--- config.mk ---
export PLATFORM = sky130hd
export DESIGN_NAME = osd_overlay_gen
export DESIGN_NICKNAME = d
export VERILOG_FILES = /design/src/rtl/osd_pkg.sv /design/src/rtl/osd_line_tracker.sv /design/src/rtl/osd_char_buffer.sv /design/src/rtl/osd_dot_serializer.sv /design/src/rtl/osd_overlay_gen.sv
export SDC_FILE = /design/constraint.sdc
export NUM_CORES = 1
export LEC_CHECK = 0
export ABC_AREA = 1
export BUFFER_PORTS_ARGS = -buffer_cell sky130_fd_sc_hd__buf_2
export CAP_MARGIN = 10
export CORE_ASPECT_RATIO = 0.5
export CORE_UTILIZATION = 40
export DETAILED_ROUTE_END_ITERATION = 8
export GPL_TIMING_DRIVEN = 0
export PLACE_DENSITY = 0.52
export SYNTH_ARGS = -nofsm -noshare
export SYNTH_HDL_FRONTEND = slang
export SYNTH_SLANG_ARGS = --single-unit
--- constraint.sdc ---
create_clock -name clk -period 7.35 [get_ports clk]
set_clock_uncertainty 0.05 [all_clocks]
set_input_delay 0 -clock clk [delete_from_list [all_inputs] [get_ports clk]]
set_output_delay 0 -clock clk [all_outputs]
set_load 0.02 [all_outputs]
--- src/rtl/osd_pkg.sv ---
package osd_pkg;

    typedef enum logic [1:0] {
        SER_IDLE = 2'd0,
        SER_WAIT = 2'd1,
        SER_DRAW = 2'd2
    } ser_state_e;

endpackage

--- src/rtl/osd_line_tracker.sv ---
module osd_line_tracker #(
    parameter int LINE_W     = 10,
    parameter int DRAW_LINES = 16,
    parameter int REPEAT     = 2,
    parameter int CELL_ROWS  = 7,
    parameter int ROW_W      = 4
) (
    input  logic              clk,
    input  logic              rst_n,
    input  logic              hsync_i,
    input  logic              vsync_i,
    input  logic [LINE_W-1:0] start_line_i,
    output logic              hs_edge_o,
    output logic              vis_o,
    output logic [ROW_W-1:0]  row_o
);

    localparam logic [LINE_W-1:0] LINE_MAX = '1;
    localparam logic [LINE_W-1:0] SPAN     = LINE_W'(DRAW_LINES);
    localparam logic [LINE_W-1:0] REP      = LINE_W'(REPEAT);
    localparam logic [LINE_W-1:0] ROWS     = LINE_W'(CELL_ROWS);

    typedef struct packed {
        logic              hs_prev;
        logic              vs_prev;
        logic [LINE_W-1:0] line;
        logic              vis;
        logic [ROW_W-1:0]  row;
    } trk_t;

    trk_t q, d;
    logic              hs_edge, vs_edge;
    logic [LINE_W-1:0] next_line, rel, row_full;

    always_comb begin
        hs_edge   = hsync_i & ~q.hs_prev;
        vs_edge   = vsync_i & ~q.vs_prev;
        next_line = (q.line == LINE_MAX) ? q.line : q.line + 1'b1;
        rel       = next_line - start_line_i;
        row_full  = rel / REP;

        d         = q;
        d.hs_prev = hsync_i;
        d.vs_prev = vsync_i;
        if (vs_edge) begin
            d.line = '0;
            d.vis  = 1'b0;
            d.row  = '0;
        end else if (hs_edge) begin
            d.line = next_line;
            if ((next_line >= start_line_i) && (rel < SPAN) && (row_full < ROWS)) begin
                d.vis = 1'b1;
                d.row = row_full[ROW_W-1:0];
            end else begin
                d.vis = 1'b0;
                d.row = '0;
            end
        end
    end

    always_ff @(posedge clk) begin
        if (!rst_n) q <= '0;
        else        q <= d;
    end

    assign hs_edge_o = hs_edge;
    assign vis_o     = q.vis;
    assign row_o     = q.row;

    // a vertical sync edge empties the line count and the band
    assert_vsync_clears_R2: assert property (@(posedge clk) disable iff (!rst_n)
        vs_edge |=> (q.line == '0 && !q.vis));

    // without a fresh edge, a held sync level leaves the count alone
    assert_held_sync_R9: assert property (@(posedge clk) disable iff (!rst_n)
        (!hs_edge && !vs_edge) |=> ($stable(q.line) && $stable(q.vis)));

endmodule

--- src/rtl/osd_char_buffer.sv ---
module osd_char_buffer #(
    parameter int NUM_CHARS = 9,
    parameter int CELL_ROWS = 7,
    parameter int CELL_DOTS = 8,
    parameter int ADDR_W    = 6,
    parameter int ROW_W     = 4,
    parameter int CHAR_W    = 4
) (
    input  logic                 clk,
    input  logic                 rst_n,
    input  logic                 wr_en_i,
    input  logic [ADDR_W-1:0]    wr_addr_i,
    input  logic [CELL_DOTS-1:0] wr_data_i,
    input  logic [ROW_W-1:0]     rd_row_i,
    input  logic [CHAR_W-1:0]    rd_char_i,
    output logic [CELL_DOTS-1:0] font_o
);

    localparam int DEPTH = NUM_CHARS * CELL_ROWS;
    localparam int RA_W  = ADDR_W + 1;
    localparam logic [RA_W-1:0]   RA_DEPTH = RA_W'(DEPTH);
    localparam logic [RA_W-1:0]   RA_NCH   = RA_W'(NUM_CHARS);
    localparam logic [ADDR_W-1:0] WA_DEPTH = ADDR_W'(DEPTH);

    logic [CELL_DOTS-1:0] mem_q [DEPTH];
    logic [CELL_DOTS-1:0] mem_d [DEPTH];
    logic [RA_W-1:0]      rd_addr;

    always_comb begin
        mem_d = mem_q;
        if (wr_en_i && (wr_addr_i < WA_DEPTH)) begin
            mem_d[wr_addr_i] = wr_data_i;
        end
    end

    always_ff @(posedge clk) begin
        if (!rst_n) begin
            for (int i = 0; i < DEPTH; i++) mem_q[i] <= '0;
        end else begin
            mem_q <= mem_d;
        end
    end

    always_comb begin
        rd_addr = RA_W'(rd_row_i) * RA_NCH + RA_W'(rd_char_i);
        if (rd_addr < RA_DEPTH) font_o = mem_q[rd_addr[ADDR_W-1:0]];
        else                    font_o = '0;
    end

endmodule

--- src/rtl/osd_dot_serializer.sv ---
module osd_dot_serializer
    import osd_pkg::*;
#(
    parameter int NUM_CHARS = 9,
    parameter int CELL_DOTS = 8,
    parameter int DOT_CLKS  = 2,
    parameter int GAP_CLKS  = 6,
    parameter int DELAY_W   = 8,
    parameter int CHAR_W    = 4,
    parameter int PH_W      = 5
) (
    input  logic                 clk,
    input  logic                 rst_n,
    input  logic                 hs_edge_i,
    input  logic                 vis_i,
    input  logic [DELAY_W-1:0]   h_delay_i,
    input  logic [CELL_DOTS-1:0] font_i,
    output logic [CHAR_W-1:0]    char_o,
    output logic                 ovl_o
);

    localparam int CHAR_CLKS = CELL_DOTS * DOT_CLKS + GAP_CLKS;
    localparam logic [PH_W-1:0]   PH_LAST  = PH_W'(CHAR_CLKS - 1);
    localparam logic [PH_W-1:0]   DOT_SPAN = PH_W'(CELL_DOTS * DOT_CLKS);
    localparam logic [PH_W-1:0]   DCLK     = PH_W'(DOT_CLKS);
    localparam logic [CHAR_W-1:0] CH_LAST  = CHAR_W'(NUM_CHARS - 1);

    typedef struct packed {
        ser_state_e         state;
        logic [DELAY_W-1:0] dly;
        logic [PH_W-1:0]    ph;
        logic [CHAR_W-1:0]  chr;
        logic               ovl;
    } ser_t;

    ser_t q, d;
    logic [PH_W-1:0]      dot_idx;
    logic [CELL_DOTS-1:0] shifted;

    always_comb begin
        dot_idx = q.ph / DCLK;
        shifted = font_i << dot_idx;

        d     = q;
        d.ovl = 1'b0;
        unique case (q.state)
            SER_WAIT: begin
                if (q.dly == '0) begin
                    d.state = SER_DRAW;
                    d.ph    = '0;
                    d.chr   = '0;
                end else begin
                    d.dly = q.dly - 1'b1;
                end
            end
            SER_DRAW: begin
                if (q.ph < DOT_SPAN) d.ovl = vis_i & shifted[CELL_DOTS-1];
                if (q.ph == PH_LAST) begin
                    d.ph = '0;
                    if (q.chr == CH_LAST) d.state = SER_IDLE;
                    else                  d.chr   = q.chr + 1'b1;
                end else begin
                    d.ph = q.ph + 1'b1;
                end
            end
            default: ;
        endcase

        if (hs_edge_i) begin
            d.state = SER_WAIT;
            d.dly   = h_delay_i;
        end
    end

    always_ff @(posedge clk) begin
        if (!rst_n) q <= '0;
        else        q <= d;
    end

    assign char_o = q.chr;
    assign ovl_o  = q.ovl;

    // while drawing, character index and phase stay inside the row
    assert_char_bound_R5: assert property (@(posedge clk) disable iff (!rst_n)
        (q.state == SER_DRAW) |-> (q.chr <= CH_LAST && q.ph <= PH_LAST));

    // every sync edge restarts the horizontal delay from the setting
    assert_restart_R6: assert property (@(posedge clk) disable iff (!rst_n)
        hs_edge_i |=> (q.state == SER_WAIT && q.dly == $past(h_delay_i)));

    // gap slots of a character never light the output
    assert_gap_dark_R7: assert property (@(posedge clk) disable iff (!rst_n)
        (q.state == SER_DRAW && q.ph >= DOT_SPAN) |=> !q.ovl);

endmodule

--- src/rtl/osd_overlay_gen.sv ---
module osd_overlay_gen #(
    parameter int NUM_CHARS  = 9,
    parameter int CELL_ROWS  = 7,
    parameter int CELL_DOTS  = 8,
    parameter int DRAW_LINES = 16,
    parameter int REPEAT     = 2,
    parameter int DOT_CLKS   = 2,
    parameter int GAP_CLKS   = 6,
    parameter int LINE_W     = 10,
    parameter int DELAY_W    = 8,
    parameter int ADDR_W     = $clog2(NUM_CHARS * CELL_ROWS)
) (
    input  logic                 clk,
    input  logic                 rst_n,
    input  logic                 hsync_i,
    input  logic                 vsync_i,
    input  logic [LINE_W-1:0]    start_line_i,
    input  logic [DELAY_W-1:0]   h_delay_i,
    input  logic                 wr_en_i,
    input  logic [ADDR_W-1:0]    wr_addr_i,
    input  logic [CELL_DOTS-1:0] wr_data_i,
    output logic                 ovl_o
);

    localparam int CHAR_CLKS = CELL_DOTS * DOT_CLKS + GAP_CLKS;
    localparam int ROW_W     = $clog2(DRAW_LINES);
    localparam int CHAR_W    = $clog2(NUM_CHARS);
    localparam int PH_W      = $clog2(CHAR_CLKS);

    logic                 hs_edge, vis;
    logic [ROW_W-1:0]     row;
    logic [CHAR_W-1:0]    chr;
    logic [CELL_DOTS-1:0] font;

    osd_line_tracker #(
        .LINE_W(LINE_W), .DRAW_LINES(DRAW_LINES), .REPEAT(REPEAT),
        .CELL_ROWS(CELL_ROWS), .ROW_W(ROW_W)
    ) u_track (
        .clk(clk), .rst_n(rst_n), .hsync_i(hsync_i), .vsync_i(vsync_i),
        .start_line_i(start_line_i), .hs_edge_o(hs_edge), .vis_o(vis), .row_o(row)
    );

    osd_char_buffer #(
        .NUM_CHARS(NUM_CHARS), .CELL_ROWS(CELL_ROWS), .CELL_DOTS(CELL_DOTS),
        .ADDR_W(ADDR_W), .ROW_W(ROW_W), .CHAR_W(CHAR_W)
    ) u_buf (
        .clk(clk), .rst_n(rst_n), .wr_en_i(wr_en_i), .wr_addr_i(wr_addr_i),
        .wr_data_i(wr_data_i), .rd_row_i(row), .rd_char_i(chr), .font_o(font)
    );

    osd_dot_serializer #(
        .NUM_CHARS(NUM_CHARS), .CELL_DOTS(CELL_DOTS), .DOT_CLKS(DOT_CLKS),
        .GAP_CLKS(GAP_CLKS), .DELAY_W(DELAY_W), .CHAR_W(CHAR_W), .PH_W(PH_W)
    ) u_ser (
        .clk(clk), .rst_n(rst_n), .hs_edge_i(hs_edge), .vis_i(vis),
        .h_delay_i(h_delay_i), .font_i(font), .char_o(chr), .ovl_o(ovl_o)
    );

    // a lit dot always follows a cycle in which the line was in the band
    assert_dark_outside_R3: assert property (@(posedge clk) disable iff (!rst_n)
        ovl_o |-> $past(vis));

endmodule

==> results.toml, run 1 <==
[synth]
synth_top_area_share_pct = 42.79
synth.area.top_cells = "dfxtp_1 43%, nor2_1 15%, o21ai_0 11%"
synth_edf_count = 0
syn_area_sq_um = 25310
synth-async-reset-ratio_pct = 0
synthCells = 3863
synth_top_area_cell = "dfxtp_1"
syn_area_per_cell_sq_um = 6.553
synth_seq_cells = 541
synth_warnings = 0
ys_seq_area_share_pct = 42.79
synth_nets = 3932
synth_flop_cell = "dfxtp_1"
ys_types = 37

[pwr]
p_leak_nw = 12.13
vdd_drop_max_mv = 0.1768
cellPowerDensity_nw_per_um2 = 236.0
power_mw = 6.714

[grt]
first_global_vias = 24708
antenna_found_initial = 11
grt.overflow.total = 0
track_usage_pct = 37.35
grt_pass1_wl_um = 173500
grt_max_degree = 15

[route]
wl_per_cell_um = 25.54
drt_first_iter_violations = 4311
drcViolationCount = 0
drt_first_pass_iters = 7
postRouteAntennaNets = 0
totalWireLength_um = 123500
vias = 27892
routed_via_density = 5.768

[cells_and_area]
layout-drive-gt1-share_pct = 5.661
multi_input_area_sq_um = 12700
final_cell_mix = "1,010 x nor2_1, 710 x nand2_1, 551 x o21ai_0"
ff_latch_area_sq_um = 10830
synthToLayoutAreaGrowth_pct = 12.38
nFillCells = 6540
fin_area_sq_um = 28450
final_common_cell = "nor2_1"
layout.nets = 4038
fin_cells = 4836

[clock_tree]
cts.sinks = 541
htreeDepth = 2
clkTransAtPathRegs_ps = 70
clk_latency_ps = 630
cts_buffers = 51
post_cts_buffers = 0
clockBufferDepth = 3
root_buffer = "clkbuf_16"
cts_tree = "built"

[critical_path]
worst-path-stages = 16
reg2regPathDepth = 16
path_max_fanout = 10
slowest_delay_ps = 1060
crit_type = "flop to flop"
crit_buf_inv = 4
worstPathCellList = "ha_1 -> ha_1 -> inv_2 -> buf_2 -> clkbuf_1 -> nand3_1 -> nand3_1 -> nand3_1 -> nand2_1 -> nand3_1 -> nand3_1 -> nand2_1 -> nand2_1 -> nand2_1 -> clkinv_1 -> a21oi_1"
arrival_ps = 4930
cp_data_required_time_ps = 7770
worst_path_max_delay_cell = "clkbuf_1"
end_kind = "flop"
crit_family = "buffers and inverters"
cp-start-kind = "flop"
crit_top_cell = "nand3_1"

[floorplanning]
core_sq_um = 61820
die_h_um = 179.9
num_io_pins = 38
dieArea_sq_um = 64350
start_util_pct = 40.95
die_width_um = 357.8
fp-row-count = 64

[place]
io_buffers = 29
dp_cells = 4719
hpwlAfterDp_um = 83820
placed_area_sq_um = 26520
place.gp.congestion = 1.049

[sta]
max_slew_margin_pct = 2.188
fin_setup_tns_ps = 0
drv_slew = 0
fmax_ghz = 0.2219
rsz0062_at_grt = "no"
setup_viol = 0
post-route-period-util_pct = 61.32
min_period_ps = 4507
worstMarginPinSlew_ps = 1467
finalHoldViolations = 0

[run]
cap_violations = 0

[outcome]
status = "finished, final reports clean"

[worst_hold_path]
hold_path_depth = 6
hold_class = "primary input to flop"
per-stage QoR:
stage,hold WS (ps),util (%),setup WS (ps)
after global placement,144.2,42.85,3215
after global routing,62.58,46.01,2537
after floorplan,43.45,-,4345
after CTS,11.66,45.99,3028
final,1.191,46.02,2843
after detailed placement,148.9,42.90,3237
metal layers:
layer / wire, um / up-vias / track usage [%]
met1: 53090 / 13242 / 53.23
li1: - / 12641 / -
met5: 160 / - / 0
met4: 5656 / 5 / 13.07
met3: 16030 / 329 / 10.87
met2: 48600 / 1675 / 53.01
timing repair:
action | 4_1_cts | 5_1_grt
hold endpoints to repair | 37 | 0
hold buffers | 21 | 0
setup endpoints to repair | 0 | 0
resized for setup | 0 | 0
worst paths after layout:
path | start | slack [ps] | endpoint
max | u_ser.char_o[1] | 2840 | u_ser.ovl_o
min | start_line_i[2] | 1 | u_track.row_o[1]
max reg2reg | u_ser.char_o[1] | 2840 | u_ser.ovl_o
min reg2reg | u_buf.mem_q[390] | 400 | u_buf.mem_q[390]
final cells by class:
cell class	count	area share, %
Tap cell	825	3.629
Clock inverter	19	0.7741
Multi-Input combinational cell	2885	44.63
Antenna cell	1	0.008797
Inverter	211	2.784
Clock buffer	75	5.199
Timing Repair Buffer	53	1.407
Sequential cell	541	38.07
Buffer	226	3.492
state kept, by name, summed over array words and instances (netlist names):
register and count:
u_ser.ovl_o 1, u_track.q 12, u_track.row_o 4, u_ser.char_o 4, u_track.vis_o 1, u_ser.q 15
u_buf.mem_q 504
report_power, final:
group,total [mW],internal [mW],switching [mW]
Sequential,2.98,2.96,0.0214
Combinational,0.864,0.150,0.714
Clock,2.87,1.57,1.30
synthesized netlist by cell type (2+ instances only):
cell      instances
inv_1           172
nand3b_1          2
clkbuf_1        133
a211oi_1          5
a21oi_1         137
buf_4            17
fa_1              2
xor2_1           10
nor3_1           15
nand4_1           7
xnor2_1           4
dfxtp_1         541
nor2_2            5
buf_1            21
a31oi_1           5
o21ai_1           4
clkinv_1          6
nand2_1         710
buf_6             2
a221oi_1          3
buf_2            53
ha_1             30
inv_2            33
o21ai_0         551
nor3b_1           2
nand3_1         373
nor2_1         1010
tightest hold or removal path, delay by kind of cell:
family	cells	cell delay (ps)
AOI/OAI and AO/OA	1	70
xor gates and xnor gates	1	110
adders and majority gates	1	190
buffers and inverters	2	130
and+or+nand+nor	1	110
cell families after synthesis:
group,after synthesis,synth area share [%]
flip-flops,541,42.79
adder cells (fa/ha/maj),32,1.641
buffers and inverters,437,7.054
AND/OR/NAND/NOR,2130,33.82
AO/OA/AOI/OAI,708,14.15
XOR/XNOR,15,0.5487
Power figures use the tool's default switching activity.
==> inputs of run 2 (changes only) <==
--- a/config.mk
+++ b/config.mk
@@ -5,14 +5,14 @@
 export SDC_FILE = /design/constraint.sdc
 export NUM_CORES = 1
 export LEC_CHECK = 0
-export ABC_AREA = 1
+export ABC_AREA = 0
 export BUFFER_PORTS_ARGS = -buffer_cell sky130_fd_sc_hd__buf_2
 export CAP_MARGIN = 10
 export CORE_ASPECT_RATIO = 0.5
 export CORE_UTILIZATION = 40
 export DETAILED_ROUTE_END_ITERATION = 8
 export GPL_TIMING_DRIVEN = 0
-export PLACE_DENSITY = 0.52
+export PLACE_DENSITY = 0.54
 export SYNTH_ARGS = -nofsm -noshare
 export SYNTH_HDL_FRONTEND = slang
 export SYNTH_SLANG_ARGS = --single-unit
==> constraint.sdc (replaced) <==
create_clock -name clk -period 3.65 [get_ports clk]
set_clock_uncertainty 0.05 [all_clocks]
set_input_delay 0 -clock clk [delete_from_list [all_inputs] [get_ports clk]]
set_output_delay 0 -clock clk [all_outputs]
set_load 0.02 [all_outputs]
==> run 2 against run 1 <==
  * The flow now finishes with violations (DRC, setup timing)
  * Fmax up 21%
  * Final cell count shrank 21%
  * Synthesized cell count shrank 27%
  * Sequential power up 100%
  * Utilization increased by 0.85 points
  * Combinational power shrank 13%
  * Sequential cell count stayed put
  * First-iteration DRC count is 31% lower
  * Count of clock-buffer cells in the layout up 6
  * Register-to-register slack worse by 2900 ps
  * Critical path type unchanged
==> results.toml, run 2 <==
[place]
hpwlAfterDp_um = 72610
dp_cells = 3677
io_buffers = 27
placed_area_sq_um = 26390
place.gp.congestion = 1.024

[synth]
synth_edf_count = 0
synthXorXnorAreaFrac_pct = 0.9768
synthMuxAreaShare_pct = 19.14
syn_area_sq_um = 25110
synth_flop_cell = "dfxtp_1"
synth-async-reset-ratio_pct = 0
synth_top_area_share_pct = 43.14
syn_area_per_cell_sq_um = 8.906
synth_top_family_by_area = "simple AND/OR/NAND/NOR gates"
yosys.area_share.simple_pct = 19.96
synthMostInstantiatedCell = "dfxtp_1"
synth_seq_cells = 541
synth_common_cells = "541 x dfxtp_1, 445 x nand2_1, 370 x nand3_1"
ys_types = 65
synth_compound_area_share_pct = 10.35
synth_warnings = 0
synth_fa_ha_area_share_pct = 1.655
synth_nets = 2888
ys_seq_area_share_pct = 43.14
synthCells = 2819
synth.area.top_cells = "dfxtp_1 43%, mux4_2 12%, nand3_1 7.4%"
synth_top_area_cell = "dfxtp_1"

[route]
drt_first_pass_iters = 8
drcViolationCount = 10
wl_per_cell_um = 27.52
drt_first_iter_violations = 2983
totalWireLength_um = 104600
postRouteAntennaNets = 0
routed_via_density = 6.042
vias = 22960

[critical_path]
crit_family = "buffers and inverters"
reg2reg_from = "u_track.row_o[1]"
end_kind = "flop"
reg2regPathDepth = 11
critPathCapture = "u_ser.ovl_o"
cp-start-kind = "flop"
cp_data_required_time_ps = 4050
slowest_delay_ps = 440
crit_buf_inv = 3
worst_path_max_delay_cell = "mux4_2"
arrival_ps = 4130
crit_type = "flop to flop"
reg2reg_to = "u_ser.ovl_o"
worstPathCellList = "ha_4 -> ha_4 -> buf_2 -> buf_4 -> buf_4 -> mux4_2 -> a22oi_1 -> a31oi_1 -> o21ai_0 -> nor4bb_2 -> a2111oi_4"
startpoint = "u_track.row_o[1]"
path_max_fanout = 10
worst-path-stages = 11
rrSetupSlack_ps = -80

[floorplanning]
core_sq_um = 61580
die_width_um = 356.3
die_h_um = 179.2
start_util_pct = 40.77
num_io_pins = 38
dieArea_sq_um = 63830
fp-row-count = 64

[clock_tree]
root_buffer = "clkbuf_16"
clk_latency_ps = 630
cts_tree = "built"
clkTransAtPathRegs_ps = 60
cts_buffers = 51
cts.sinks = 541
clockBufferDepth = 3
htreeDepth = 2

[outcome]
failed_checks = "DRC, setup timing"
status = "finished, violations left"

[sta]
worstMarginPinSlew_ps = 1304
fin_hold_ws_ps = 50.37
min_period_ps = 3726
drv_slew = 0
max_slew_margin_pct = 13.04
timing.final.ws_setup_ps = -76.32
fin_setup_tns_ps = -76.32
fmax_ghz = 0.2684
rsz0062_at_grt = "yes"
post-route-period-util_pct = 102.1
setup_viol = 1
finalHoldViolations = 0

[cells_and_area]
top_regs = "u_buf.mem_q (504), u_ser.q (15), u_track.q (12)"
largest_register = "u_buf.mem_q"
fin_cells = 3800
nFillCells = 5983
layout.nets = 3001
synthToLayoutAreaGrowth_pct = 14.96
layout-drive-gt1-share_pct = 12.31
largest_reg_flops = 504
final_common_cell = "dfxtp_1"
final_cell_mix = "535 x dfxtp_1, 445 x nand2_1, 369 x nand3_1"
fin_area_sq_um = 28860

[grt]
grt_max_degree = 15
first_global_vias = 20712
grt_pass1_wl_um = 148000
track_usage_pct = 32.31
antenna_found_initial = 4
grt.overflow.total = 0

[pwr]
pwr-share-clk_pct = 45.7
power_mw = 12.36
p_sw_mw = 3.136
seqPwrFrac_pct = 48.2
p_leak_nw = 8.926
power_frac_comb_pct = 6.1
vdd_drop_max_mv = 0.2927
cellPowerDensity_nw_per_um2 = 428.3
p_int_mw = 9.225
switching_share_pct = 25.37

[run]
cap_violations = 0

[worst_hold_path]
hold_path_depth = 6
hold_class = "primary input to flop"
## run 2: worst min path at each step
stage | startpoint | to | slack (ps)
after floorplan | hsync_i | u_track.q[16] | 70
after global placement | hsync_i | u_track.q[16] | 180
after detailed placement | hsync_i | u_track.q[16] | 200
after CTS | wr_data_i[0] | u_buf.mem_q[176] | 20
after global routing | wr_data_i[0] | u_buf.mem_q[160] | 50
final | start_line_i[5] | u_track.row_o[1] | 50
## run 2: stage by stage
stage	util, %	setup WS [ps]
after floorplan	-	271.3
after global placement	42.67	-1779
after detailed placement	42.85	-1419
after CTS	46.70	4.759
after global routing	46.86	-75.30
final	46.87	-76.32
## run 2: tightest hold or removal path, delay by kind of cell
kind                     cells  cell delay, ps
adder cells (fa/ha/maj)      1             180
buffers and inverters        2             140
AO/OA/AOI/OAI                2             240
AND/OR/NAND/NOR              1              80
## run 2: final cells by class
class | instances | area (sq um) | share of cell area, %
sequential | 541 | 10840 | 37.57
clock buffer | 81 | 1550 | 5.371
timing repair buffer | 63 | 526.8 | 1.825
clock inverter | 14 | 160.2 | 0.5549
inverter | 38 | 142.6 | 0.4942
tap | 825 | 1032 | 3.577
antenna | 1 | 2.502 | 0.008670
buffer | 258 | 1217 | 4.218
multi-input combinational | 1979 | 13390 | 46.38
## run 2: cells by family (layout without fill, tap and decap cells)
group	count (synthesis)	after routing
AO/OA/AOI/OAI	466	466
XOR/XNOR	28	28
adder cells (fa/ha/maj)	32	32
buffers and inverters	299	454
flip-flops	541	541
multiplexers	315	315
other	0	1
AND/OR/NAND/NOR	1138	1138
## run 2: power by group through the flow
| stage | Combinational (mW) | Clock [mW] | Sequential, mW |
|---|---|---|---|
| after floorplan | 0.395 | 0 | 6.09 |
| after global placement | 0.701 | 0 | 6.10 |
| after detailed placement | 0.707 | 0 | 6.10 |
| after CTS | 0.725 | 5.64 | 5.96 |
| after global routing | 0.784 | 5.91 | 5.96 |
| final | 0.753 | 5.65 | 5.96 |
## run 2: what timing repair did
item / CTS / global route
resized for setup: 109 / 24
pin swaps: 11 / 14
cloned: 1 / 0
setup endpoints to repair: 5 / 5
hold buffers: 14 / 0
hold endpoints to repair: 29 / 0
setup buffers: 10 / 4
## run 2: routing by layer
metal / share of wire [%] / up-vias / track usage (%)
li1: - / 10170 / -
met1: 42 / 11353 / 44.95
met5: 0.096 / - / 0
met2: 42 / 1275 / 46.71
met3: 13 / 156 / 11.87
met4: 2.7 / 6 / 8.566
